<file path="config.mk">
export PLATFORM = sky130hd
export DESIGN_NAME = irq_vector_unit
export DESIGN_NICKNAME = d
export VERILOG_FILES = /design/src/rtl/irq_vector_unit.sv
export SDC_FILE = /design/constraint.sdc
export NUM_CORES = 1
export LEC_CHECK = 0
export BUFFER_PORTS_ARGS = -buffer_cell sky130_fd_sc_hd__buf_2
export CAP_MARGIN = 20
export CORE_MARGIN = 4
export CORE_UTILIZATION = 48
export CTS_BUF_LIST = sky130_fd_sc_hd__clkbuf_2
export CTS_CLUSTER_DIAMETER = 60
export DETAILED_ROUTE_END_ITERATION = 10
export PLACE_DENSITY_LB_ADDON = 0.25
export SYNTH_ARGS = -nofsm -noshare
export SYNTH_HDL_FRONTEND = slang
export SYNTH_SLANG_ARGS = --single-unit
</file>
<file path="constraint.sdc">
create_clock -name clk -period 9.5 [get_ports clk]
set_input_delay 1.9 -clock clk [delete_from_list [all_inputs] [get_ports clk]]
set_output_delay 1.9 -clock clk [all_outputs]
set_load 0.01 [all_outputs]
</file>
<file path="src/rtl/irq_vector_unit.sv">
module irq_vector_unit #(
  parameter int          N_SRC      = 8,
  parameter int          PRIO_W     = 2,
  parameter int          STK_D      = 4,
  parameter logic [15:0] VEC_TOP    = 16'hFFFE,
  parameter logic [15:0] VEC_SHARED = 16'hFFC0
) (
  input  logic                     clk,
  input  logic                     rst_n,
  input  logic [N_SRC-1:0]         irq_req,
  input  logic [N_SRC-1:0]         irq_en,
  input  logic [N_SRC*PRIO_W-1:0]  irq_lvl,
  input  logic [N_SRC-1:0]         irq_clr,
  input  logic                     brk_req,
  input  logic                     tcall0_req,
  input  logic                     boundary,
  input  logic                     ie_set,
  input  logic                     ie_clr,
  input  logic                     reti,
  output logic                     take,
  output logic [15:0]              take_vec,
  output logic                     ie_flag,
  output logic                     brk_flag
);
  localparam int IW = (N_SRC > 1) ? $clog2(N_SRC) : 1;
  localparam int DW = $clog2(STK_D + 1);

  logic [N_SRC-1:0]  pend;
  logic              brk_pend;
  logic [1:0]        stk [STK_D];
  logic [DW-1:0]     depth;

  logic              hw_hit;
  logic [IW-1:0]     hw_idx;
  logic [PRIO_W-1:0] best;

  always_comb begin
    hw_hit = 1'b0;
    hw_idx = '0;
    best   = '0;
    for (int i = 0; i < N_SRC; i++) begin
      if (pend[i] && irq_en[i] &&
          (!hw_hit || irq_lvl[i*PRIO_W +: PRIO_W] > best)) begin
        hw_hit = 1'b1;
        hw_idx = IW'(i);
        best   = irq_lvl[i*PRIO_W +: PRIO_W];
      end
    end
  end

  wire go    = boundary && !reti && !take;
  wire g_hw  = go && ie_flag && hw_hit;
  wire g_brk = go && !g_hw && brk_pend;
  wire g_tc  = go && !g_hw && !brk_pend && tcall0_req;
  wire [N_SRC-1:0] grant = g_hw ? (N_SRC'(1) << hw_idx) : '0;

  always_ff @(posedge clk) begin
    if (!rst_n) begin
      pend     <= '0;
      brk_pend <= 1'b0;
      take     <= 1'b0;
      take_vec <= '0;
      ie_flag  <= 1'b0;
      brk_flag <= 1'b0;
      depth    <= '0;
      for (int k = 0; k < STK_D; k++) stk[k] <= '0;
    end else begin
      pend     <= ((pend & ~grant) | irq_req) & ~irq_clr;
      brk_pend <= (brk_pend & ~g_brk) | brk_req;
      take     <= g_hw || g_brk || g_tc;

      if (g_hw)              take_vec <= VEC_TOP - (16'(hw_idx) << 1);
      else if (g_brk || g_tc) take_vec <= VEC_SHARED;

      if (g_hw || g_brk) begin
        ie_flag  <= 1'b0;
        brk_flag <= g_brk;
        stk[0]   <= {ie_flag, brk_flag};
        for (int k = 1; k < STK_D; k++) stk[k] <= stk[k-1];
        if (depth != DW'(STK_D)) depth <= depth + 1'b1;
      end else if (g_tc) begin
        brk_flag <= 1'b0;
      end else if (reti) begin
        if (depth != '0) begin
          {ie_flag, brk_flag} <= stk[0];
          for (int k = 0; k < STK_D - 1; k++) stk[k] <= stk[k+1];
          stk[STK_D-1] <= '0;
          depth <= depth - 1'b1;
        end
      end else if (ie_clr) begin
        ie_flag <= 1'b0;
      end else if (ie_set) begin
        ie_flag <= 1'b1;
      end
    end
  end
endmodule

</file>
==> results of run 1 <==
final cells by class:
cell class / instances / area (sq um) / area share
Multi-Input combinational cell: 206 / 1504 / 0.5237
Sequential cell: 28 / 620.6 / 0.2161
Timing Repair Buffer: 97 / 576.8 / 0.2009
Inverter: 16 / 62.56 / 0.02179
Tap cell: 50 / 62.56 / 0.02179
Clock inverter: 1 / 30.03 / 0.01046
Clock buffer: 3 / 15.01 / 0.005229
cells by family after synthesis:
logic type | Yosys count | synth area share
other | 1 | 0.001797
buffers and inverters | 32 | 0.08213
multiplexers | 4 | 0.02098
adder cells (fa/ha/maj) | 15 | 0.09353
flip-flops | 28 | 0.2974
AND/OR/NAND/NOR | 110 | 0.2548
XOR/XNOR | 1 | 0.004197
AO/OA/AOI/OAI | 75 | 0.2452
stage by stage:
stage	util	hold WS, ns
after floorplan	-	0.4294
after global placement	0.6239	0.4394
after detailed placement	0.6239	0.4511
after CTS	0.6361	0.4790
after global routing	0.6978	0.5038
final	0.6978	0.4849
metal layers:
metal	up-vias	track usage
li1	1126	-
met1	1025	0.2896
met2	92	0.3258
met3	4	0.04324
met4	0	0.02213
met5	-	0
worst min path at each step:
stage | from | end | slack [ns] | cells after the start
after floorplan | stk[3][0]$_SDFFE_PP0P_ | stk[3][0]$_SDFFE_PP0P_ | 0.43 | 2
after CTS | stk[3][1]$_SDFFE_PP0P_ | stk[3][1]$_SDFFE_PP0P_ | 0.48 | 2
final | stk[3][0]$_SDFFE_PP0P_ | stk[3][0]$_SDFFE_PP0P_ | 0.48 | 2
after detailed placement | stk[3][0]$_SDFFE_PP0P_ | stk[3][0]$_SDFFE_PP0P_ | 0.45 | 2
after global placement | stk[3][1]$_SDFFE_PP0P_ | stk[3][1]$_SDFFE_PP0P_ | 0.44 | 2
after global routing | stk[3][1]$_SDFFE_PP0P_ | stk[3][1]$_SDFFE_PP0P_ | 0.50 | 2
placed cells by master (no fill, tap or decap), types with 7 or more instances in the layout:
master and count:
sky130_fd_sc_hd__buf_2 65, sky130_fd_sc_hd__nand2_1 33, sky130_fd_sc_hd__buf_4 29, sky130_fd_sc_hd__nor2_1 26, sky130_fd_sc_hd__dfxtp_1 22, sky130_fd_sc_hd__inv_1 15
sky130_fd_sc_hd__a21oi_1 15, sky130_fd_sc_hd__ha_1 10, sky130_fd_sc_hd__nand3_1 9, sky130_fd_sc_hd__a22oi_1 8, sky130_fd_sc_hd__o21ai_0 8, sky130_fd_sc_hd__nor3_1 8
sky130_fd_sc_hd__a21o_1 7
power by group through the flow:
stage / Combinational [mW] / Clock, mW / Sequential (mW)
CTS: 0.105 / 0.0737 / 0.143
floorplan: 0.0693 / 0 / 0.144
global route: 0.136 / 0.0792 / 0.145
global placement: 0.101 / 0 / 0.145
detailed placement: 0.104 / 0 / 0.145
finish: 0.122 / 0.0727 / 0.143
worst reg2reg max path: cells and delay by family (launching register included):
family                   cells  cell delay, ns
AO/OA/AOI/OAI               18            3.02
adder cells (fa/ha/maj)      7            1.84
buffers and inverters        5            0.66
flip-flops                   1            0.50
multiplexers                 1            0.37
AND/OR/NAND/NOR             14            1.64
sequential cells by signal, indices dropped and copies added, names as in the netlist:
signal    flops
brk_flag      1
take_vec      5
pend          8
brk_pend      1
stk           8
depth         3
take          1
ie_flag       1
what timing repair did:
action                                  4_1_cts  5_1_grt
setup buffers                                 0        8
endpoints found under the setup margin        1       11
pin swaps                                     0       27
gates resized for setup                       1       38
==> reports/qor.tcl, run 1 <==
set qor(status) {finished clean}
set qor(timing.final.max_slew_violations) 0
set qor(achievable-frequency_ghz) 0.1078
set qor(setup_tns_final_ns) 0
set qor(tritoncts) {done}
set qor(worstSkewPairLatency_ns) 0.38
set qor(pwr-share-seq) 0.423
set qor(row_count) 23
set qor(cell_class_contributing_the_biggest_share_of_worst_path_delay) {compound AO/OA/AOI/OAI gates}
set qor(crit_path_max_incr_delay_ns) 0.37
set qor(filler_cell_count) 330
set qor(met3_length_um) 474
set qor(cts.root.buffer_cell) {sky130_fd_sc_hd__clkbuf_2}
set qor(fin_area_sq_mm) 0.002872
set qor(critical_path.endpoint_type) {flop}
set qor(global_route.overflow_total) 0
set qor(vias) 2247
set qor(timing_worst_setup_path_type) {input pin to flop}
set qor(grt_pass1_wl_mm) 8.818
set qor(grt_pass1_vias) 1959
set qor(routed_via_density) 5.603
set qor(drive_gt1_frac) 0.4074
set qor(synth.yosys.seq_area_share) 0.2974
set qor(timing.critical_path.depth) 47
set qor(design.die.area_sq_mm) 0.005467
set qor(setup-violations-final) 0
set qor(hold_class) {flop to flop}
set qor(floorplan.core_area_sq_mm) 0.004115
set qor(post_synth.cell_area_avg_sq_um) 7.846
set qor(fin_skew_ns) 0.02631
set qor(count_of_unique_library_cells_instantiated_by_yosys) 53
set qor(antenna_found_initial) 0
set qor(netSwitchingFraction) 0.3265
set qor(wl_met2_mm) 2.718
set qor(critical_path.startpoint) {irq_en[0]}
set qor(synth_top_area_cell) {sky130_fd_sc_hd__dfxtp_1}
set qor(dp_slack_ns) -0.4100
set qor(floorplan.die.height_um) 73.94
set qor(total_power_uw) 338.4
set qor(clkTransAtPathRegs_ns) 0.28
set qor(vdd.ir_drop.worst_mv) 0.1126
set qor(async_reset_ff_frac) 0
set qor(clock_power_share) 0.215
set qor(synth-edff-count) 6
set qor(final-hold-violation-count) 0
set qor(synth_top_cell_area_share) 0.2110
set qor(design.portCount) 67
set qor(reg2reg_to) {pend[5]$_SDFF_PN0_}
set qor(setup_ws_ns) 0.2208
set qor(p_int_uw) 227.9
set qor(crit_path_start_kind) {input pin}
set qor(post_drt_wl_per_cell_um) 14.62
set qor(routedLengthMet1_mm) 2.641
set qor(chipWidth_um) 73.94
set qor(cellPowerDensity_mw_per_mm2) 117.9
set qor(drtIter0Drc) 191
set qor(yosys_register_bits) 28
set qor(dr.max_layer_used) {met4}
set qor(place.gp.congestion) 0.8593
set qor(dpl.cell_count) 389
set qor(timing.critical_path.slowest_stage_cell) {sky130_fd_sc_hd__mux2_4}
set qor(finalWorstPathRequiredPeriod_ns) 9.279
set qor(worst-path-max-fanout) 5
set qor(cts_inserted_buffers) 3
set qor(drtAntennaViolNets) 0
set qor(dp_hpwl_mm) 4.416
set qor(cts_max_level) 1
set qor(synth.cells.most_frequent) {sky130_fd_sc_hd__nand2_1, sky130_fd_sc_hd__nor2_1, sky130_fd_sc_hd__dfxtp_1}
set qor(r2r_start) {pend[0]$_SDFF_PN0_}
set qor(synth_nets) 329
set qor(drt_wl_total_mm) 5.861
set qor(max-slew-margin-rel) 0.3219
set qor(yosys-top-cells-area) {sky130_fd_sc_hd__dfxtp_1, sky130_fd_sc_hd__edfxtp_1, sky130_fd_sc_hd__ha_1, sky130_fd_sc_hd__nand2_1, sky130_fd_sc_hd__nor2_1}
set qor(area_growth_syn_to_layout_pct) 37.59
set qor(r2r_setup_slk_ns) 1.34
set qor(start_util) 0.5071
set qor(grt_usage) 0.2026
set qor(synthesis.yosys.warnings) 0
set qor(leakage_nw) 1.344
set qor(post_synth_inst_count) 266
set qor(critical_path_arrival_ns) 9.54
set qor(cap_viol_max_count) 0
set qor(crit_end) {pend[5]$_SDFF_PN0_}
set qor(worstMarginPinSlew_ns) 1.017
set qor(timing.reg2reg.worst_path_depth) 45
set qor(pin_count_of_the_biggest_net_entering_global_routing) 24
set qor(netSwitchingPower_uw) 110.5
set qor(finish.cell_count_without_fillers) 401
set qor(post_synth_instance_area_sq_mm) 0.002087
set qor(antenna-diode-count) 0
set qor(post-synth-top-count-cell) {sky130_fd_sc_hd__nand2_1}
set qor(cp.required_ns) 9.76
set qor(place.port_buffers) 65
set qor(nNetsFinal) 415
set qor(drcViolationCount) 0
set qor(drtPass1Iterations) 4
set qor(final.period_utilization) 0.9768
set qor(cts_num_sinks) 28
set qor(detailed_place.area_sq_mm) 0.002567
set qor(cts_buffer_depth) 2
set qor(synth_ff_type) {sky130_fd_sc_hd__dfxtp_1}
set qor(critical_path_buf_inv_count) 7
set qor(comb_power_share) 0.362
set qor(cts_hold_buf) 0
(Power assumes the default switching activity.)
==> inputs of run 2 (changes only) <==
--- a/config.mk
+++ b/config.mk
@@ -5,6 +5,7 @@
 export SDC_FILE = /design/constraint.sdc
 export NUM_CORES = 1
 export LEC_CHECK = 0
+export ABC_AREA = 1
 export BUFFER_PORTS_ARGS = -buffer_cell sky130_fd_sc_hd__buf_2
 export CAP_MARGIN = 20
 export CORE_MARGIN = 4
@@ -12,6 +13,7 @@
 export CTS_BUF_LIST = sky130_fd_sc_hd__clkbuf_2
 export CTS_CLUSTER_DIAMETER = 60
 export DETAILED_ROUTE_END_ITERATION = 10
+export GPL_TIMING_DRIVEN = 0
 export PLACE_DENSITY_LB_ADDON = 0.25
 export SYNTH_ARGS = -nofsm -noshare
 export SYNTH_HDL_FRONTEND = slang
==> run 2 against run 1 <==
Against the previous run: total power is 4.7% lower; flip-flop and latch count stayed put; area after synthesis grew 4.6%; largest cell class unchanged; clock skew shrank 0.020 ns; final cell count up 15%; clock-buffer cell count grew 1.
==> reports/qor.tcl, run 2 <==
set qor(status) {finished clean}
set qor(tritoncts) {done}
set qor(largest_registers) {pend: 8 flops, stk: 8 flops, take_vec: 5 flops}
set qor(drcViolationCount) 0 ;# unchanged
set qor(count_of_unique_library_cells_instantiated_by_yosys) 35 ;# -34%
set qor(mostFrequentLayoutCells) {sky130_fd_sc_hd__nand2_1, sky130_fd_sc_hd__buf_2, sky130_fd_sc_hd__inv_1, sky130_fd_sc_hd__nor2_1, sky130_fd_sc_hd__buf_4}
set qor(clkTransAtPathRegs_ns) 0.24 ;# -0.04 ns
set qor(synth_top_area_cell) {sky130_fd_sc_hd__dfxtp_1}
set qor(drt_wl_total_mm) 5.348 ;# -8.8%
set qor(nNetsFinal) 474 ;# +14%
set qor(final.period_utilization) 0.9460 ;# -0.03079
set qor(hold_class) {flop to flop}
set qor(post_synth.cell_area_avg_sq_um) 6.653 ;# -15%
set qor(min_to) {take_vec[3]$_SDFFE_PN0P_}
set qor(vias) 2301 ;# +2.4%
set qor(pwr-share-seq) 0.443 ;# +0.020
set qor(design.portCount) 67 ;# unchanged
set qor(start_util) 0.4977 ;# -0.009428
set qor(r2r_setup_slk_ns) 1.72 ;# +0.38 ns
set qor(routed_via_density) 4.981 ;# -11%
set qor(grt_pass1_wl_mm) 7.907 ;# -10%
set qor(dp_hpwl_mm) 4.140 ;# -6.3%
set qor(floorplan.die.height_um) 75.43 ;# +2.0%
set qor(yosys_register_bits) 28 ;# unchanged
set qor(achievable-frequency_ghz) 0.1113 ;# +3.3%
set qor(netSwitchingFraction) 0.3635 ;# +0.03700
set qor(cts.root.buffer_cell) {sky130_fd_sc_hd__clkbuf_2}
set qor(synth.yosys.seq_area_share) 0.2844 ;# -0.01296
set qor(cts_buffer_depth) 2 ;# unchanged
set qor(drtPass1Iterations) 4 ;# unchanged
set qor(vdd.ir_drop.worst_mv) 0.08363 ;# -26%
set qor(p_int_uw) 205.2 ;# -10%
set qor(comb_power_share) 0.420 ;# +0.058
set qor(cap_viol_max_count) 0 ;# unchanged
set qor(async_reset_ff_frac) 0 ;# unchanged
set qor(finalWorstPathRequiredPeriod_ns) 8.987 ;# -0.2925 ns
set qor(synthesis.yosys.warnings) 0 ;# unchanged
set qor(leakage_nw) 1.547 ;# +15%
set qor(place.port_buffers) 65 ;# unchanged
set qor(worstSkewPairLatency_ns) 0.35 ;# -0.03 ns
set qor(floorplan.core_area_sq_mm) 0.004384 ;# +6.5%
set qor(timing_worst_setup_path_type) {input pin to flop}
set qor(clock_power_share) 0.136 ;# -0.079
set qor(drtAntennaViolNets) 0 ;# unchanged
set qor(setup-violations-final) 0 ;# unchanged
set qor(drtIter0Drc) 87 ;# -54%
set qor(crit_path_max_incr_delay_ns) 0.28 ;# -0.09 ns
set qor(crit_path_start_kind) {input pin}
set qor(place.gp.congestion) 0.9058 ;# +5.4%
set qor(r2r_start) {pend[0]$_SDFF_PN0_}
set qor(synth-edff-count) 6 ;# unchanged
set qor(dp_slack_ns) -0.5728 ;# -0.1628 ns
set qor(cellPowerDensity_mw_per_mm2) 113.9 ;# -3.3%
set qor(post_synth_inst_count) 328 ;# +23%
set qor(antenna-diode-count) 0 ;# unchanged
set qor(row_count) 24 ;# +4.3%
set qor(cts_inserted_buffers) 3 ;# unchanged
set qor(synth_nets) 391 ;# +19%
set qor(grt_usage) 0.1739 ;# -0.02871
set qor(cts_max_level) 1 ;# unchanged
set qor(reg2reg_to) {pend[3]$_SDFF_PN0_}
set qor(yosys-top-cells-area) {sky130_fd_sc_hd__dfxtp_1, sky130_fd_sc_hd__nand2_1, sky130_fd_sc_hd__inv_1, sky130_fd_sc_hd__edfxtp_1, sky130_fd_sc_hd__ha_1}
set qor(cts_num_sinks) 28 ;# unchanged
set qor(critical_path.endpoint_type) {flop}
set qor(holdPathStages) 2 ;# unchanged
set qor(pin_count_of_the_biggest_net_entering_global_routing) 16 ;# -33%
set qor(worst-path-max-fanout) 7 ;# +2
set qor(hold_ws_ns) 0.4803 ;# -0.004649 ns
set qor(cp.required_ns) 9.80 ;# +0.04 ns
set qor(critical_path_arrival_ns) 9.28 ;# -0.26 ns
set qor(chipWidth_um) 75.43 ;# +2.0%
set qor(global_route.overflow_total) 0 ;# unchanged
set qor(synth_ff_type) {sky130_fd_sc_hd__dfxtp_1}
set qor(post-synth-top-count-cell) {sky130_fd_sc_hd__nand2_1}
set qor(design.die.area_sq_mm) 0.005689 ;# +4.1%
set qor(critical_path.most_common_cell) {sky130_fd_sc_hd__nand2_1}
set qor(final-hold-violation-count) 0 ;# unchanged
set qor(fin_skew_ns) 0.006547 ;# -0.01976 ns
set qor(antenna_found_initial) 0 ;# unchanged
set qor(grt_pass1_vias) 1999 ;# +2.0%
set qor(post_synth_instance_area_sq_mm) 0.002182 ;# +4.6%
set qor(setup_ws_ns) 0.5133 ;# +0.2925 ns
set qor(area_growth_syn_to_layout_pct) 29.70
set qor(timing.reg2reg.worst_path_depth) 63 ;# +40%
set qor(timing.critical_path.slowest_stage_cell) {sky130_fd_sc_hd__ha_4}
set qor(cts_hold_buf) 0 ;# unchanged
set qor(timing.final.max_slew_violations) 0 ;# unchanged
set qor(synth.cells.most_frequent) {sky130_fd_sc_hd__nand2_1, sky130_fd_sc_hd__inv_1, sky130_fd_sc_hd__nor2_1}
set qor(post_drt_wl_per_cell_um) 11.58 ;# -21%
set qor(drive_gt1_frac) 0.3610 ;# -0.04643
set qor(hold_start) {take_vec[3]$_SDFFE_PN0P_}
set qor(netSwitchingPower_uw) 117.2 ;# +6.1%
set qor(final_common_cell) {sky130_fd_sc_hd__nand2_1}
set qor(synth_top_cell_area_share) 0.2018 ;# -0.009196
set qor(filler_cell_count) 408 ;# +24%
run 2: metrics by stage:
stage                       util  power, mW  TNS (ns)  std cells  area (sq um)
after detailed placement  0.5868     0.2677    -4.343        445          2572
after global routing      0.6455     0.3487   -0.3261        462          2830
final                     0.6455     0.3224         0        462          2830
after global placement    0.5868     0.2643    -3.075        445          2572
after floorplan                -     0.2321         0        328          2182
after CTS                 0.5950     0.3125         0        449          2609
run 2: worst max path at each step:
stage / end / cells past startpoint / from
finish: pend[3]$_SDFF_PN0_ / 64 / irq_en[0]
global route: pend[3]$_SDFF_PN0_ / 62 / irq_en[0]
global placement: pend[1]$_SDFF_PN0_ / 64 / irq_en[0]
floorplan: pend[5]$_SDFF_PN0_ / 63 / irq_en[0]
CTS: pend[1]$_SDFF_PN0_ / 64 / irq_en[0]
detailed placement: pend[1]$_SDFF_PN0_ / 64 / irq_en[0]
run 2: what timing repair did:
item                                    4_1_cts  5_1_grt
buffers inserted                              0       13
endpoints found under the setup margin        7       11
gates resized for setup                       4       31
pin swaps                                     0       17
run 2: layout make-up:
cell class              count  area, sq um  share of cell area
plain buffers              14        102.6             0.03625
clock buffers               4        20.02            0.007073
inverters                  53        201.4             0.07118
multi-input cells         233         1398              0.4938
flip-flops and latches     28        620.6              0.2193
well taps                  52        65.06             0.02299
repair buffers             78        422.9              0.1494
run 2: critical path: cells and delay by family:
kind	cells	cell delay [ns]
AOI/OAI and AO/OA	10	1.29
adders and majority gates	7	1.81
and+or+nand+nor	36	3.54
buffers and inverters	11	0.72
run 2: power groups by stage:
stage                     clock network, mW  logic (mW)  registers, mW
after floorplan                           0      0.0870          0.145
after global placement                    0       0.119          0.145
after detailed placement                  0       0.122          0.145
after CTS                            0.0456       0.124          0.143
after global routing                 0.0495       0.154          0.145
final                                0.0439       0.136          0.143
run 2: layer usage:
layer | wire (um) | share of wire | up-vias | global-route usage
met5 | 0 | 0 | - | 0
met4 | 41 | 0.0077 | 0 | 0.03495
met3 | 227 | 0.042 | 4 | 0.01187
met2 | 2838 | 0.53 | 56 | 0.3375
met1 | 2241 | 0.42 | 1035 | 0.2085
li1 | - | - | 1206 | -
run 2: cell families after synthesis:
group / synth area share
adder cells (fa/ha/maj): 0.08945
flip-flops: 0.2844
other: 0.001719
AO/OA/AOI/OAI: 0.1382
AND/OR/NAND/NOR: 0.3481
buffers and inverters: 0.1382
